$ cat src/rtl/updown_key_pkg.sv
package updown_key_pkg;

  // Strobes passed from the control section to the datapath
  typedef struct packed {
    logic incStb;
    logic decStb;
  } ctrlStrobes_t;

  // Hex nibble to active-low segment pattern, bit 6 = g ... bit 0 = a
  function automatic logic [6:0] hexToSegN(input logic [3:0] nib);
    logic [6:0] segOn;
    case (nib)
      4'h0: segOn = 7'h3F;
      4'h1: segOn = 7'h06;
      4'h2: segOn = 7'h5B;
      4'h3: segOn = 7'h4F;
      4'h4: segOn = 7'h66;
      4'h5: segOn = 7'h6D;
      4'h6: segOn = 7'h7D;
      4'h7: segOn = 7'h07;
      4'h8: segOn = 7'h7F;
      4'h9: segOn = 7'h6F;
      4'hA: segOn = 7'h77;
      4'hB: segOn = 7'h7C;
      4'hC: segOn = 7'h39;
      4'hD: segOn = 7'h5E;
      4'hE: segOn = 7'h79;
      default: segOn = 7'h71;
    endcase
    return ~segOn;
  endfunction

endpackage

$ cat src/rtl/key_sync.sv
// Multi-stage synchroniser for one asynchronous key level
module key_sync #(
  parameter int   STAGES = 2,
  parameter logic IDLE   = 1'b1
) (
  input  logic clk,
  input  logic rstN,
  input  logic keyN,
  output logic keySyncN
);

  logic [STAGES-1:0] pipe;

  always_ff @(posedge clk) begin
    if (!rstN) pipe <= {STAGES{IDLE}};
    else       pipe <= {pipe[STAGES-2:0], keyN};
  end

  assign keySyncN = pipe[STAGES-1];

endmodule

$ cat src/rtl/press_ctrl.sv
// Control: synchronise both keys and turn falling edges into strobes
module press_ctrl
  import updown_key_pkg::*;
#(
  parameter int SYNC_STAGES = 2
) (
  input  logic         clk,
  input  logic         rstN,
  input  logic         incKeyN,
  input  logic         decKeyN,
  output ctrlStrobes_t strobes
);

  localparam int NUM_KEYS = 2;
  localparam int INC_IDX  = 0;
  localparam int DEC_IDX  = 1;

  logic [NUM_KEYS-1:0] rawN;
  logic [NUM_KEYS-1:0] syncN;
  logic [NUM_KEYS-1:0] prevN;
  logic [NUM_KEYS-1:0] fallDet;

  assign rawN[INC_IDX] = incKeyN;
  assign rawN[DEC_IDX] = decKeyN;

  for (genvar k = 0; k < NUM_KEYS; k++) begin : g_key
    key_sync #(
      .STAGES(SYNC_STAGES),
      .IDLE  (1'b1)
    ) u_sync (
      .clk     (clk),
      .rstN    (rstN),
      .keyN    (rawN[k]),
      .keySyncN(syncN[k])
    );

    // Previous level resets to released so reset never looks like a press
    always_ff @(posedge clk) begin
      if (!rstN) prevN[k] <= 1'b1;
      else       prevN[k] <= syncN[k];
    end

    assign fallDet[k] = prevN[k] & ~syncN[k];
  end

  assign strobes.incStb = fallDet[INC_IDX];
  assign strobes.decStb = fallDet[DEC_IDX];

endmodule

$ cat src/rtl/count_dp.sv
// Datapath: wrapping counter plus segment decode
module count_dp
  import updown_key_pkg::*;
#(
  parameter int WIDTH = 4
) (
  input  logic             clk,
  input  logic             rstN,
  input  ctrlStrobes_t     strobes,
  output logic [WIDTH-1:0] count,
  output logic [6:0]       segN
);

  localparam logic [WIDTH-1:0] ONE = WIDTH'(1);

  logic [WIDTH-1:0] countNext;

  always_comb begin
    unique case ({strobes.incStb, strobes.decStb})
      2'b10:   countNext = count + ONE;
      2'b01:   countNext = count - ONE;
      default: countNext = count;
    endcase
  end

  always_ff @(posedge clk) begin
    if (!rstN) count <= '0;
    else       count <= countNext;
  end

  assign segN = hexToSegN(count[3:0]);

endmodule

$ cat src/rtl/updown_key_counter.sv
// Top: key controller and counter datapath
module updown_key_counter
  import updown_key_pkg::*;
#(
  parameter int WIDTH       = 4,
  parameter int SYNC_STAGES = 2
) (
  input  logic             clk,
  input  logic             rstN,
  input  logic             incKeyN,
  input  logic             decKeyN,
  output logic [WIDTH-1:0] count,
  output logic [6:0]       segN
);

  ctrlStrobes_t strobes;

  press_ctrl #(
    .SYNC_STAGES(SYNC_STAGES)
  ) u_ctrl (
    .clk    (clk),
    .rstN   (rstN),
    .incKeyN(incKeyN),
    .decKeyN(decKeyN),
    .strobes(strobes)
  );

  count_dp #(
    .WIDTH(WIDTH)
  ) u_dp (
    .clk    (clk),
    .rstN   (rstN),
    .strobes(strobes),
    .count  (count),
    .segN   (segN)
  );

endmodule

$ cat config.mk
export PLATFORM = sky130hd
export DESIGN_NAME = updown_key_counter
export DESIGN_NICKNAME = d
export VERILOG_FILES = /design/src/rtl/updown_key_pkg.sv /design/src/rtl/key_sync.sv /design/src/rtl/press_ctrl.sv /design/src/rtl/count_dp.sv /design/src/rtl/updown_key_counter.sv
export SDC_FILE = /design/constraint.sdc
export NUM_CORES = 1
export LEC_CHECK = 0
export ABC_CLOCK_PERIOD_IN_PS = 3370
export BUFFER_PORTS_ARGS = -buffer_cell sky130_fd_sc_hd__buf_2
export CAP_MARGIN = 20
export CELL_PAD_IN_SITES_DETAIL_PLACEMENT = 1
export CELL_PAD_IN_SITES_GLOBAL_PLACEMENT = 2
export CORE_MARGIN = 10
export CORE_UTILIZATION = 33
export DETAILED_ROUTE_END_ITERATION = 12
export GPL_ROUTABILITY_DRIVEN = 0
export PLACE_DENSITY = 0.88
export SLEW_MARGIN = 5
export SYNTH_ARGS = -nofsm -noshare
export SYNTH_HDL_FRONTEND = slang
export SYNTH_HIERARCHICAL = 1
export SYNTH_SLANG_ARGS = --single-unit
$ cat constraint.sdc
create_clock -name clk -period 3.37 [get_ports clk]
set_clock_uncertainty 0.2 [all_clocks]
set_input_delay 0 -clock clk [delete_from_list [all_inputs] [get_ports clk]]
set_output_delay 0 -clock clk [all_outputs]
set_load 0.005 [all_outputs]
* Word-level counts from Yosys, hierarchy flattened
Memories as Yosys holds them, arrays and structs flattened. A register that Yosys moved wholly into a read port is not among the register bits.
Index checks and enable logic that the tools add are counted.
** Word-level totals
- Bits in registers :: 10
- Memory bits (read-only) :: 112
- Input port bits :: 4
- Output and inout bits :: 11
- Memories kept :: 1
** Memory list
- (name not given) :: depth 16, bits a word 7, read ports 1, clocked after Yosys merged registers in 1, wr ports 0, RTL line updown_key_pkg.sv:12 : case (nib)
** Operators by class
- Add/subtract/negate cells :: 2
- Eq/ne operators :: 2
- Multiplexer cells :: 3
- Bitwise logic cells :: 5
- Reduce and logical (&&, ||, !) cells :: 1
** Operators with widths (number)
- $mux 4 :: 2
- $pmux 4 s2 :: 1
- $not 7->7 :: 1
- $add 4x1->4 const B :: 1
- $sub 4x1->4 const B :: 1
- $and 1x1->1 :: 2
- $eq 2x1->1 const B :: 1
- $eq 2x2->1 const B :: 1
- $not 1->1 :: 2
- $reduce_bool 2->1 :: 1

* Longest topological paths before layout
- Word-level depth :: 6
- Gate-level depth with buffers :: 12
- Depth with buffers taken out :: 12

* By module
Netlist, hierarchy kept.
** Modules (own cells, without submodules)
- count_dp :: times used 1, cells an instance 85, area an instance 747.0 um^2
- key_sync :: times used 2, cells an instance 4, area an instance 52.6 um^2
- press_ctrl :: times used 1, cells an instance 6, area an instance 65.1 um^2

* Worst setup path before layout
OpenSTA, ideal clock, no wires.
- Path type :: register to register
- Start :: reg u_ctrl.prevN[0]
- End :: reg with a tool-made name
- Setup time :: 0.134 ns
- Data arrival time :: 2.224 ns
- Data required time :: 3.036 ns
- Slack :: 0.812 ns
- Stages on the path, launching flop included :: 12
- Path buffers :: 0
- Path through :: dfxtp_1 nor2b_1 inv_1 ha_1 xor2_1 ha_1 a21oi_1 mux2i_1 xnor2_1 nand2_1 nor4_1 a311oi_1
** RTL lines
- from (decl) :: RTL line press_ctrl.sv:20 : logic [NUM_KEYS-1:0] prevN;
- from (signal, indexed assignment) :: RTL line press_ctrl.sv:40 : else prevN[k] <= syncN[k];

==> impl_metrics.env <==
export IMPL_run_status="complete, no violations"
export IMPL_design_die_area_um2=5290
export IMPL_cp_num_buf_inv=1
export IMPL_die_h_um=72.7
export IMPL_h_tree_depth=1
export IMPL_slew_at_the_pin_with_the_worst_max_slew_slack_ns=0.371
export IMPL_grt_max_degree=12
export IMPL_final_min_period_over_clock_period_pct=83.8
export IMPL_yosys_cell_types_count=33
export IMPL_area_of_the_placeable_core_um2=2710
export IMPL_grt_util_met3_pct=1.36
export IMPL_layout_drive_gt1_share_pct=21.3
export IMPL_worstPathMaxFanout=8
export IMPL_ys_seq_area_share_pct=37.1
export IMPL_dp_hpwl_mm=1.53
export IMPL_worstHoldEndpoint="u_ctrl/g_key[1].u_sync/pipe[1]"
export IMPL_timing_final_max_slew_violations=0
export IMPL_initial_utilization_pct=33.8
export IMPL_relSlewSlack_pct=75.2
export IMPL_timing_final_crit_period_ns=2.82
export IMPL_use_met2_pct=12.9
export IMPL_setup_viol=0
export IMPL_globalRouteMet1Util_pct=8.30
export IMPL_cp_required_ns=3.34
export IMPL_hold_path_startpoint="u_ctrl/g_key[1].u_sync/pipe[0]"
export IMPL_vias_per_cell=4.87
export IMPL_num_vias=745
export IMPL_rsz0062_at_grt="no"
export IMPL_grt_antenna_before_repair=0
export IMPL_worst_r2r_path_depth=11
export IMPL_critical_path_cell_chain="nor2b_1, inv_1, ha_1, xor2_1, ha_1, a21oi_1, mux2i_1, xnor2_1, nand2_1, nor4_1, a311oi_1"
export IMPL_synth_ff_latch_count=17
export IMPL_cpPeakStageDelay_ns=0.38
export IMPL_powerDensity_nw_per_um2=381
export IMPL_wl_per_cell_um=12.6
export IMPL_vdd_drop_max_uv=174
export IMPL_timing_critical_path_arrival_ns=2.80
export IMPL_achievable_frequency_mhz=354
export IMPL_p_leak_nw=0.551
export IMPL_gr_usage_all_layers_pct=7.65
export IMPL_overflow=0
export IMPL_critPathSlowestCell="sky130_fd_sc_hd__nor4_1"
export IMPL_dr_first_iter_drc_count=19
export IMPL_clock_sink_count=17
export IMPL_nets_final=137
export IMPL_pin_count=15
export IMPL_via_count_of_the_first_global_routing_pass=717
export IMPL_net_count_after_synthesis=113
export IMPL_synth_avg_cell_area_um2=9.26
export IMPL_worstHoldPathType="reg2reg"
export IMPL_drc=0
export IMPL_worst_skew_pair_late_latency_ns=0.29
export IMPL_largest_delay_contributor_family_on_the_critical_path="simple AND/OR/NAND/NOR gates"
export IMPL_drt_first_pass_iters=3
export IMPL_die_x_um=72.7
export IMPL_globalRoute_busiestLayer="met2"
export IMPL_worst_hold_path_num_cells=1
export IMPL_antenna_cells=0
export IMPL_tritoncts="done"
export IMPL_tritoncts_num_buffers=3
export IMPL_synthesis_instances=99
export IMPL_max_clock_path_buffers=2
export IMPL_portBuffers=14
export IMPL_endpoint_kind="flip-flop"
export IMPL_path_clk_slew_ns=0.09
export IMPL_finalSetupTns_ns=0
export IMPL_grt_first_pass_wirelength_mm=3.20
export IMPL_placementRows=19
export IMPL_final_hold_violation_count=0
export IMPL_launching_point_of_the_worst_reg2reg_path="u_ctrl/prevN[0]"
export IMPL_power_total_mw=0.420
export IMPL_timing_critical_path_from_type="flip-flop"
export IMPL_cts_root_buf="sky130_fd_sc_hd__clkbuf_4"
export IMPL_drt_wl_total_mm=1.93
export IMPL_cp_common_cell="sky130_fd_sc_hd__ha_1"
export IMPL_number_of_synthesis_warnings=6
export IMPL_synth_enable_flop_cells=0
export IMPL_criticalPathCategory="reg2reg"
export IMPL_ff2ff_setup_slack_ns=0.55
export IMPL_syn_to_final_growth_pct=20.2
export IMPL_asyncSetResetFlopFracSynth_pct=0
export IMPL_synth_main_ff_cell="sky130_fd_sc_hd__dfxtp_1"
export IMPL_antenna_violating_nets_post_route=0
export IMPL_maxCapViolCount=0
export IMPL_synth_cell_area_um2=917
==> report_power, final <==
| part | leakage (nW) | internal (mW) | switching [mW] | total, mW |
|---|---|---|---|---|
| Sequential | 0.140 | 0.217 | 0.00722 | 0.224 |
| Combinational | 0.396 | 0.0421 | 0.0474 | 0.0895 |
| Clock | 0.0150 | 0.0461 | 0.0609 | 0.107 |
| Total | 0.551 | 0.305 | 0.116 | 0.420 |
==> worst max-delay path by stage <==
| stage | start | to | slack [ns] | depth (start not counted) |
|---|---|---|---|---|
| floorplan | u_ctrl/prevN[0] | flip-flop | 0.81 | 11 |
| global placement | u_ctrl/prevN[0] | flip-flop | 0.65 | 12 |
| detailed placement | u_ctrl/prevN[0] | flip-flop | 0.57 | 11 |
| CTS | u_ctrl/prevN[0] | flip-flop | 0.54 | 12 |
| global route | u_ctrl/prevN[1] | flip-flop | 0.29 | 11 |
| finish | u_ctrl/prevN[0] | flip-flop | 0.55 | 11 |
==> metrics by stage <==
| stage | utilization (%) | hold WS [ns] | worst slack, ns | instance area, um2 | std cells |
|---|---|---|---|---|---|
| after CTS | 40.7 | 0.224 | 0.544 | 1100 | 153 |
| after detailed placement | 37.9 | -0.0154 | 0.571 | 1030 | 144 |
| after global placement | 37.9 | -0.0206 | 0.647 | 1030 | 144 |
| after global routing | 40.7 | 0.235 | 0.291 | 1100 | 153 |
| after floorplan | - | -0.127 | 0.812 | 917 | 99 |
| final | 40.7 | 0.220 | 0.546 | 1100 | 153 |
==> synth_stat cells (all sizes together), types with 2 or more instances <==
cell / n / area [um2]
nor2: 5 / 18.8
inv: 15 / 61.3
nor2b: 5 / 33.8
mux2i: 2 / 20.0
o21ai: 2 / 10.0
a311oi: 3 / 26.3
nor3: 5 / 25.0
dfxtp: 17 / 340
ha: 10 / 125
xor2: 3 / 26.3
nand4: 3 / 18.8
a21oi: 5 / 28.8
nand2b: 7 / 51.3
nand2: 3 / 11.3
o211ai: 2 / 20.0
==> layout by cell type, fill, tap and decap left out <==
master	n
sky130_fd_sc_hd__nor4_1	1
sky130_fd_sc_hd__a211oi_1	1
sky130_fd_sc_hd__and2b_1	1
sky130_fd_sc_hd__inv_1	13
sky130_fd_sc_hd__o31ai_1	1
sky130_fd_sc_hd__inv_6	1
sky130_fd_sc_hd__nor2b_2	1
sky130_fd_sc_hd__dlygate4sd3_1	5
sky130_fd_sc_hd__inv_2	1
sky130_fd_sc_hd__clkbuf_4	3
sky130_fd_sc_hd__and3b_1	1
sky130_fd_sc_hd__nor2_1	5
sky130_fd_sc_hd__o211ai_1	1
sky130_fd_sc_hd__ha_1	10
sky130_fd_sc_hd__dfxtp_1	17
sky130_fd_sc_hd__o211ai_2	1
sky130_fd_sc_hd__and3_1	1
sky130_fd_sc_hd__xnor2_1	1
sky130_fd_sc_hd__clkbuf_1	1
sky130_fd_sc_hd__nand2_1	3
sky130_fd_sc_hd__mux2_4	1
sky130_fd_sc_hd__o2bb2ai_1	1
sky130_fd_sc_hd__a31o_2	1
sky130_fd_sc_hd__o21ai_0	2
sky130_fd_sc_hd__buf_2	14
sky130_fd_sc_hd__a31oi_1	1
sky130_fd_sc_hd__and2_4	1
sky130_fd_sc_hd__nand2b_1	6
sky130_fd_sc_hd__a21oi_2	1
sky130_fd_sc_hd__nor3_1	5
sky130_fd_sc_hd__mux2i_1	2
sky130_fd_sc_hd__a21oi_1	4
sky130_fd_sc_hd__nand4_1	3
sky130_fd_sc_hd__xor2_1	3
sky130_fd_sc_hd__a311oi_1	3
sky130_fd_sc_hd__nand2b_4	1
sky130_fd_sc_hd__nor2b_1	4
==> routing by layer <==
metal  wire length, um  vias up
li1                  -      386
met1               853      347
met2               980        7
met3                30        5
met4                61        0
met5                 0        -
==> kinds of logic (layout without fill, tap and decap cells) <==
logic type	after synthesis	count (layout)	share of synthesized area (%)
AOI/OAI and AO/OA	17	17	13.5
muxes	3	3	3.82
and+or+nand+nor	33	33	21.4
xor gates and xnor gates	4	4	3.82
adders and majority gates	10	10	13.6
DFF	17	17	37.1
buffers and inverters	15	38	6.68
==> repair_timing <==
item                      in CTS  in global routing
gates resized for setup        0                  0
hold endpoints to repair      12                  0
hold buffers                   5                  0
buffers inserted               0                  0
==> cell type report <==
type	count	area [um2]
repair buffers	19	120
inverters	15	61.3
multi-input cells	67	515
fillers	348	1610
flip-flops and latches	17	340
clock buffers	4	26.3
well taps	31	38.8
Note: power is estimated with default switching activity, not from simulation.
